<file path="config.mk">
export PLATFORM = sky130hd
export DESIGN_NAME = lutmux_resid
export DESIGN_NICKNAME = d
export VERILOG_FILES = /design/src/rtl/lutmux_pkg.sv /design/src/rtl/lutmux_src.sv /design/src/rtl/lutmux_tree.sv /design/src/rtl/lutmux_resid.sv
export SDC_FILE = /design/constraint.sdc
export NUM_CORES = 1
export LEC_CHECK = 0
export BUFFER_PORTS_ARGS = -buffer_cell sky130_fd_sc_hd__buf_2
export CORE_AREA = 2 2 39 41
export DETAILED_ROUTE_END_ITERATION = 10
export DIE_AREA = 0 0 41 43
export GPL_ROUTABILITY_DRIVEN = 1
export SYNTH_ARGS = -nofsm -noshare
export SYNTH_HDL_FRONTEND = slang
export SYNTH_HIERARCHICAL = 1
export SYNTH_SLANG_ARGS = --single-unit
</file>
<file path="constraint.sdc">
create_clock -name clk -period 2.3 [get_ports clk]
set_input_delay 0.115 -clock clk [delete_from_list [all_inputs] [get_ports clk]]
set_output_delay 0.115 -clock clk [all_outputs]
set_load 0.02 [all_outputs]
</file>
<file path="src/rtl/lutmux_pkg.sv">
package lutmux_pkg;

  // Source of one multiplexer data input
  typedef enum logic [1:0] {
    SRC_ZERO = 2'b00,
    SRC_ONE  = 2'b01,
    SRC_VAR  = 2'b10,
    SRC_NVAR = 2'b11
  } src_e;

endpackage

</file>
<file path="src/rtl/lutmux_src.sv">
module lutmux_src
  import lutmux_pkg::*;
#(
  parameter int unsigned ENTRIES = 8
) (
  input  logic [2*ENTRIES-1:0] cfg_i,
  input  logic                 xl_i,
  output logic [ENTRIES-1:0]   data_o
);

  // One source selector per tree input
  for (genvar k = 0; k < ENTRIES; k++) begin : g_ent
    src_e code;
    assign code = src_e'(cfg_i[2*k +: 2]);

    always_comb begin
      unique case (code)
        SRC_ZERO: data_o[k] = 1'b0;
        SRC_ONE:  data_o[k] = 1'b1;
        SRC_VAR:  data_o[k] = xl_i;
        SRC_NVAR: data_o[k] = ~xl_i;
        default:  data_o[k] = 1'b0;
      endcase
    end
  end

endmodule

</file>
<file path="src/rtl/lutmux_tree.sv">
module lutmux_tree #(
  parameter int unsigned SELS = 3
) (
  input  logic [(2**SELS)-1:0] d_i,
  input  logic [SELS-1:0]      sel_i,
  output logic                 y_o
);

  // Level l halves the width using select bit l; the root uses the MSB.
  for (genvar l = 0; l < SELS; l++) begin : g_lvl
    localparam int unsigned W = 2 ** (SELS - l - 1);
    logic [W-1:0] v;
    for (genvar k = 0; k < W; k++) begin : g_mux
      if (l == 0) begin : g_first
        assign v[k] = sel_i[0] ? d_i[2*k+1] : d_i[2*k];
      end else begin : g_next
        assign v[k] = sel_i[l] ? g_lvl[l-1].v[2*k+1] : g_lvl[l-1].v[2*k];
      end
    end
  end

  assign y_o = g_lvl[SELS-1].v[0];

endmodule

</file>
<file path="src/rtl/lutmux_resid.sv">
module lutmux_resid
  import lutmux_pkg::*;
#(
  parameter int unsigned N = 4
) (
  input  logic                       clk,
  input  logic                       rst_n,
  input  logic                       ce,
  input  logic [N-1:0]               x_i,
  input  logic [2*(2**(N-1))-1:0]    cfg_i,
  output logic                       f_o,
  output logic                       f_q_o
);

  localparam int unsigned SELS    = N - 1;
  localparam int unsigned ENTRIES = 2 ** SELS;

  logic [ENTRIES-1:0] data_w;
  logic [SELS-1:0]    sel_w;
  logic               fq_r;
  logic               fq_nxt;

  assign sel_w = x_i[N-1:1];

  lutmux_src #(.ENTRIES(ENTRIES)) u_src (
    .cfg_i  (cfg_i),
    .xl_i   (x_i[0]),
    .data_o (data_w)
  );

  lutmux_tree #(.SELS(SELS)) u_tree (
    .d_i   (data_w),
    .sel_i (sel_w),
    .y_o   (f_o)
  );

  // Output register: next-state and storage kept apart
  always_comb begin
    fq_nxt = ce ? f_o : fq_r;
  end

  always_ff @(posedge clk or negedge rst_n) begin
    if (!rst_n) fq_r <= 1'b0;
    else        fq_r <= fq_nxt;
  end

  assign f_q_o = fq_r;

  // Assertions
  logic [1:0] cur_code;
  assign cur_code = cfg_i[2*sel_w +: 2];

  assert_tree_pick_R6: assert property (@(posedge clk) disable iff (!rst_n)
    f_o == data_w[sel_w]);

  assert_code_zero_R2: assert property (@(posedge clk) disable iff (!rst_n)
    (cur_code == SRC_ZERO) |-> (f_o == 1'b0));

  assert_code_one_R3: assert property (@(posedge clk) disable iff (!rst_n)
    (cur_code == SRC_ONE) |-> (f_o == 1'b1));

  assert_code_var_R4: assert property (@(posedge clk) disable iff (!rst_n)
    (cur_code == SRC_VAR) |-> (f_o == x_i[0]));

  assert_code_nvar_R5: assert property (@(posedge clk) disable iff (!rst_n)
    (cur_code == SRC_NVAR) |-> (f_o == !x_i[0]));

  assert_load_R8: assert property (@(posedge clk) disable iff (!rst_n)
    ce |=> (f_q_o == $past(f_o)));

  assert_hold_R9: assert property (@(posedge clk) disable iff (!rst_n)
    !ce |=> $stable(f_q_o));

  assert_reset_R7: assert property (@(posedge clk)
    !rst_n |-> (f_q_o == 1'b0));

endmodule

</file>
== After elaboration in Yosys (flattened, before gate mapping) ==
Cells that the tools add are included.

* Logic and storage cells: 49
* Register bits: 1
* Output and inout bits: 2
* Bits of input ports: 23

* Equal/unequal tests: 24
* Reductions and logical operators: 8
* Bitwise gates (word level): 1
* Mux-type cells: 15

{| class="wikitable"
|+ Operators by type and width
! operator !! count
|-
| $eq 2x2->1 const B || 16
|-
| $pmux 1 s4 || 8
|-
| $eq 2x1->1 const B || 8
|-
| $logic_not 2->1 || 8
|-
| $mux 1 || 7
|-
| $not 1->1 || 1
|}

== Logic depth before layout (Yosys ltp) ==
Gate-level depths: netlist of the first run.

* Depth in word-level cells: 5
* Gate-level depth with buffers: 6
* Gate-level depth less buffers: 5

== Hierarchy ==
Netlist of the first run, hierarchy kept.

{| class="wikitable"
|+ Modules (own cells, without submodules)
! module !! area an instance (um^2) !! cells each !! times used !! sequential area each (um^2)
|-
| lutmux_src || 201.4 || 17 || 1 || 0.0
|-
| lutmux_tree || 63.8 || 3 || 1 || 0.0
|-
| lutmux_resid || 40.0 || 2 || 1 || 25.0
|}

== Worst setup path after synthesis of the first run ==
Ideal clock, no wire load.

* Path type: input port to flip-flop
* Start point: input port x_i[0]
* End point: register fq_r, in the netlist f_q_o
* Stages on the path: 6
* Arrival: 1.502 ns
* Library setup time: 0.125 ns
* Data required time: 2.175 ns
* Buffers on the path: 1
* Path slack: 0.673 ns
* Cells stage by stage: buf_6 nand2_2 xnor2_2 mux4_1 mux2_2 mux2_4

* Cells in the longest elaborated chain, start to end: 5
* Elaborated cells between the ends (all ways): 16
* Those cells by class: 15 x mux; 1 x bitwise

{| class="wikitable"
|+ Ends and longest elaborated chain
! element !! RTL line !! source
|-
| from (decl) || lutmux_resid.sv:9 || <nowiki>input logic [N-1:0] x_i,</nowiki>
|-
| $not 1->1 || lutmux_src.sv:21 || <nowiki>SRC_NVAR: data_o[k] = ~xl_i;</nowiki>
|-
| $pmux 1 s4 * || lutmux_src.sv:17 || <nowiki>unique case (code)</nowiki>
|-
| named net data_w[3] || lutmux_resid.sv:18 || <nowiki>logic [ENTRIES-1:0] data_w;</nowiki>
|-
| $mux 1 * || lutmux_tree.sv:15 || <nowiki>assign v[k] = sel_i[0] ? d_i[2*k+1] : d_i[2*k];</nowiki>
|-
| $mux 1 * (2 in series) || lutmux_tree.sv:17 || <nowiki>assign v[k] = sel_i[l] ? g_lvl[l-1].v[2*k+1] : g_lvl[l-1].v[2*k];</nowiki>
|-
| named net f_o || lutmux_resid.sv:11 || <nowiki>output logic f_o,</nowiki>
|-
| to (signal assigned) || lutmux_resid.sv:44 || <nowiki>else fq_r <= fq_nxt;</nowiki>
|-
| to (decl) || lutmux_resid.sv:20 || <nowiki>logic fq_r;</nowiki>
|}

The timed path passes the listed nets; every way through them passes the cells marked *.
A chain may end at the register's enable or synchronous reset.

== Final worst setup path of the first run ==
* Start point: input port x_i[0]
* End point: register fq_r, in the netlist f_q_o

* Cells in the longest elaborated chain, start to end: 5
* Elaborated cells between the ends (all ways): 16
* Those cells by class: 15 x mux; 1 x bitwise

{| class="wikitable"
|+ Ends and longest elaborated chain
! element !! RTL line
|-
| $not 1->1 || lutmux_src.sv:21
|-
| $pmux 1 s4 * || lutmux_src.sv:17
|-
| named net data_w[1] || lutmux_resid.sv:18
|-
| $mux 1 * || lutmux_tree.sv:15
|-
| $mux 1 * (2 in series) || lutmux_tree.sv:17
|}

Marked as above.

==> results of run 1 <==
-- per-layer routing --
layer  share of wire  vias up
met4               0        0
met1            0.39      105
li1                -      123
met3            0.15        0
met5               0        -
met2            0.46       16
-- final cells by class --
| type | instances | area share |
|---|---|---|
| flip-flops and latches | 1 | 0.0563 |
| repair buffers | 25 | 0.293 |
| well taps | 16 | 0.0451 |
| multi-input cells | 20 | 0.606 |
-- cell usage in the layout (no fill, tap or decap) --
| cell type | count |
|---|---|
| buf_2 | 24 |
| xnor2_2 | 8 |
| nand2_2 | 6 |
| nand2_4 | 2 |
| mux4_1 | 2 |
| mux2_4 | 1 |
| dfrtp_1 | 1 |
| dlygate4sd3_1 | 1 |
| mux2_2 | 1 |
-- metrics by stage --
step           worst slack, ns  power, mW   util
2_1_floorplan            0.673     0.0844      -
6_report                 0.565      0.118  0.321
3_5_place_dp             0.552      0.118  0.314
3_3_place_gp             0.554      0.117  0.314
5_1_grt                  0.473      0.127  0.321
4_1_cts                  0.541      0.120  0.321
-- cells by family (layout without fill, tap and decap cells) --
logic type	Yosys count	count (layout)	share of synthesized area
buf+inv	1	25	0.0369
mux	4	4	0.258
xor+xnor	8	8	0.426
simple gates	8	8	0.197
flops	1	1	0.0820
-- what timing repair did --
action,CTS,global route
hold endpoints to repair,1,0
endpoints found under the setup margin,0,0
hold buffers,1,0
-- power by group --
group	switching [mW]	internal, mW
registers	0.00180	0.0219
logic	0.0384	0.0554
clock network	0	0
-- worst paths after layout --
check	from	end	slack, ns
hold / removal	ce	f_q_o$_DFFE_PN0P_	0.38
max in group asynchronous	rst_n	f_q_o$_DFFE_PN0P_	1.79
setup / recovery	x_i[0]	f_q_o$_DFFE_PN0P_	0.57
min in group asynchronous	rst_n	f_q_o$_DFFE_PN0P_	0.43
setup reg to reg	f_q_o$_DFFE_PN0P_	f_q_o$_DFFE_PN0P_	1.55
hold reg to reg	f_q_o$_DFFE_PN0P_	f_q_o$_DFFE_PN0P_	0.50
-- critical path: stages --
cell and delay, ns:
buf_2 0.24, nand2_2 0.10, xnor2_2 0.13, mux4_1 0.48, mux2_2 0.28, mux2_4 0.26
==> flow_metrics.py, run 1 <==
metrics = {
    "global_route": {
        "grt_use_met2": 0.113,
        "gr-max-usage-layer": "met2",
        "antenna_found_initial": 0,
        "grt_overflow": 0,
        "grt_max_degree": 9,
        "grt_pass1_vias": 250,
        "grt_pass1_wl_um": 793,
        "grt_use_total": 0.0593,
        "grtUsageMet1": 0.0710,
        "met3_usage": 0.00524,
    },
    "timing": {
        "tightest_slew_ns": 0.256,
        "clock_skew_ns": 0,
        "slew-limit-headroom": 0.829,
        "setup_violations": 0,
        "clock.fmax_mhz": 576,
        "drv_slew": 0,
        "rsz0062_at_grt": "no",
        "whs_ns": 0.382,
        "final_hold_viol_count": 0,
        "post-route-period-util": 0.754,
        "tns_ns": 0,
        "period_minus_slack_ns": 1.73,
    },
    "final_layout": {
        "drive_above_1_share": 0.913,
        "multi_input_area_um2": 269,
        "largest_register_ffs": 1,
        "final_cells": 62,
        "regArea_um2": 25.0,
        "syn_to_final_growth_pct": 45.5,
        "nFillCells": 144,
        "postLayoutCellArea_um2": 444,
        "antenna_cells": 0,
        "layout.nets": 71,
    },
    "routing": {
        "vias": 244,
        "wl_um": 508,
        "wl_per_cell_um": 8.19,
        "drt-initial-drc-count": 3,
        "via_per_inst": 3.94,
        "drc": 0,
        "first_pass_iters": 2,
        "ant_nets": 0,
    },
    "cts": {
        "cts.reportedPaths.clkPinSlew_ns": 0,
        "cts_setup_buffers": 0,
        "post_cts_resized": 0,
        "clock_latency_ns": 0,
    },
    "synthesis": {
        "synth.most_common_cell": "xnor2_2",
        "synth.top_cells.by_count": "xnor2_2 (8), nand2_2 (6), mux4_1 (2), nand2_4 (2)",
        "synth_flop_cell": "dfrtp_1",
        "synth_area_leaders": "xnor2_2 (43%), mux4_1 (17%), nand2_2 (12%), dfrtp_1 (8.2%), nand2_4 (7.4%)",
        "netlist_instances": 22,
        "syn-num-nets": 45,
        "postSynth.asyncResetShare": 1.00,
        "synth_edf_count": 0,
        "ys_types": 8,
        "ys_ff_latch": 1,
        "synth_largest_area_cell": "xnor2_2",
        "synth_area_um2": 305,
        "postSynthAreaPerCell_um2": 13.9,
        "yosysSeqAreaShare": 0.0820,
        "synth_top_cell_area_share": 0.426,
        "synth_warnings": 6,
    },
    "outcome": {
        "status": "completed",
    },
    "run": {
        "max_cap_violations": 0,
    },
    "placed_design": {
        "post_dp_cell_area_um2": 434,
        "dp.cells": 61,
        "port_buffers": 24,
        "gp_congestion": 0.556,
    },
    "critical_path": {
        "end_kind": "register",
        "path_class": "in -> reg",
        "worstPathArrival_ns": 1.61,
        "cp-start-kind": "input pin",
        "cp.required_ns": 2.17,
        "reg2reg_depth": 1,
        "worstPathMaxFanout": 8,
    },
    "pwr": {
        "power.density_nw_per_um2": 265,
        "vdd_drop_max_mv": 0.0775,
        "p_leak_nw": 0.242,
    },
    "die": {
        "core_area_um2": 1380,
        "initial_core_util": 0.221,
        "pin_count": 25,
        "die-area_um2": 1760,
        "die_height_um": 43,
        "rows": 14,
        "die_w_um": 41,
    },
    "min_path": {
        "hold_path.class": "in -> reg",
        "hold_depth": 2,
    },
}
(Power assumes the default switching activity.)
==> run 2: changes to the inputs <==
Clock period 2.3 ns to 1.6 ns, I/O delays scaled along.
==> run 2 against run 1 <==
Die area is the same. Sequential power grew 45%. Power grew 48%. Register-to-register slack lost 0.70 ns. Critical path depth is the same. Sequential share of layout area shrank 0.078 points. Cell count is the same. Critical endpoint unchanged. Hold slack lost 0.034 ns.
==> flow_metrics.py, run 2 (synthesized netlist as in run 1, its figures left out) <==
metrics = {
    "routing": {
        "wl_per_cell_um": 9.05,
        "drt-initial-drc-count": 0,
        "via_per_inst": 3.84,
        "drc": 0,
        "vias": 238,
        "ant_nets": 0,
        "wl_um": 561,
        "first_pass_iters": 1,
    },
    "pwr": {
        "power.total_mw": 0.174,
        "p_leak_nw": 0.241,
        "p_int_mw": 0.114,
        "power_switching_mw": 0.0592,
        "power_frac_comb": 0.802,
        "power.density_nw_per_um2": 386,
        "power_frac_seq": 0.198,
        "vdd_drop_max_mv": 0.137,
        "clockPowerShare": 0,
        "sw_frac_of_total": 0.341,
    },
    "global_route": {
        "grt_max_degree": 9,
        "grt_pass1_wl_um": 765,
        "antenna_found_initial": 0,
        "grt_pass1_vias": 234,
        "grt_overflow": 0,
        "grt_use_total": 0.0583,
    },
    "timing": {
        "clock.fmax_mhz": 652,
        "rsz0062_at_grt": "no",
        "drv_slew": 0,
        "final_hold_viol_count": 0,
        "slew-limit-headroom": 0.924,
        "fin_ws_ns": 0.0655,
        "setup_violations": 0,
        "clock_skew_ns": 0,
        "post-route-period-util": 0.959,
        "tightest_slew_ns": 0.113,
        "period_minus_slack_ns": 1.53,
        "tns_ns": 0,
    },
    "min_path": {
        "hold_path.class": "in -> reg",
    },
    "cts": {
        "clock_latency_ns": 0,
        "cts.reportedPaths.clkPinSlew_ns": 0,
        "cts_setup_buffers": 0,
    },
    "die": {
        "die_w_um": 41,
        "rows": 14,
        "initial_core_util": 0.221,
        "die-area_um2": 1760,
        "core_area_um2": 1380,
        "die_height_um": 43,
        "pin_count": 25,
    },
    "final_layout": {
        "final_cell_mix": "buf_2 (23), xnor2_2 (8), nand2_2 (6)",
        "multi_input_area_um2": 265,
        "layout.nets": 71,
        "nFillCells": 143,
        "antenna_cells": 0,
        "final_cells": 62,
        "largest_register_ffs": 1,
        "postLayoutCellArea_um2": 450,
        "regArea_um2": 25.0,
        "drive_above_1_share": 0.935,
        "final_common_cell": "buf_2",
        "syn_to_final_growth_pct": 47.5,
    },
    "critical_path": {
        "path_class": "in -> reg",
        "end_kind": "register",
        "crit_chain": "buf_8 -> nand2_2 -> xnor2_2 -> mux4_1 -> mux2_2 -> mux2_4",
        "cp.required_ns": 1.47,
        "critPathBufInv": 1,
        "cpPeakStageDelay_ns": 0.48,
        "critical-path-top-delay-family": "multiplexers",
        "critical_path.slowest_cell": "mux4_1",
        "cp-start-kind": "input pin",
        "worstPathMaxFanout": 8,
        "worstPathArrival_ns": 1.41,
    },
    "outcome": {
        "status": "completed",
    },
    "placed_design": {
        "post_dp_cell_area_um2": 434,
        "port_buffers": 24,
        "place_ws_ns": -0.145,
        "gp_congestion": 0.549,
        "dp.cells": 61,
    },
    "run": {
        "max_cap_violations": 0,
    },
}
[run 2: cell counts in the layout (fill, tap and decap cells not counted)]
No cell type changed its count.
[run 2: power by group through the flow]
stage          logic (mW)  clock network [mW]  registers [mW]
2_1_floorplan      0.0797                   0          0.0415
3_3_place_gp        0.134                   0          0.0344
3_5_place_dp        0.135                   0          0.0351
4_1_cts             0.139                   0          0.0349
5_1_grt             0.151                   0          0.0359
6_report            0.139                   0          0.0344
[run 2: repair_timing]
action	4_1_cts	5_1_grt
setup endpoints to repair	1	1
hold buffers	1	0
endpoints found under the hold margin	1	0
resized for setup	2	2
[run 2: worst paths after layout]
| path | from | to | slack, ns | cells past startpoint |
|---|---|---|---|---|
| hold reg to reg | f_q_o$_DFFE_PN0P_ | f_q_o$_DFFE_PN0P_ | 0.51 | 1 |
| setup / recovery | x_i[0] | f_q_o$_DFFE_PN0P_ | 0.07 | 6 |
| min in group asynchronous | rst_n | f_q_o$_DFFE_PN0P_ | 0.39 | 2 |
| hold / removal | ce | f_q_o$_DFFE_PN0P_ | 0.35 | 2 |
| setup reg to reg | f_q_o$_DFFE_PN0P_ | f_q_o$_DFFE_PN0P_ | 0.85 | 1 |
| max in group asynchronous | rst_n | f_q_o$_DFFE_PN0P_ | 1.13 | 2 |
[run 2: per-layer routing]
metal | vias to the layer above | GRT usage | share of wire
met5 | - | 0 | 0
met4 | 0 | 0 | 0
met3 | 0 | 0.00524 | 0.15
met2 | 16 | 0.116 | 0.48
met1 | 100 | 0.0645 | 0.37
li1 | 122 | - | -
[run 2: area by class of cell]
cell class / instances / area share
multi-input cells: 20 / 0.589
flip-flops and latches: 1 / 0.0556
well taps: 16 / 0.0444
repair buffers: 25 / 0.311
[run 2: through the flow]
step | util | hold slack (ns)
final | 0.325 | 0.348
after global placement | 0.314 | -0.145
after detailed placement | 0.314 | -0.142
after CTS | 0.325 | 0.354
after global routing | 0.325 | 0.360
after floorplan | - | -0.216
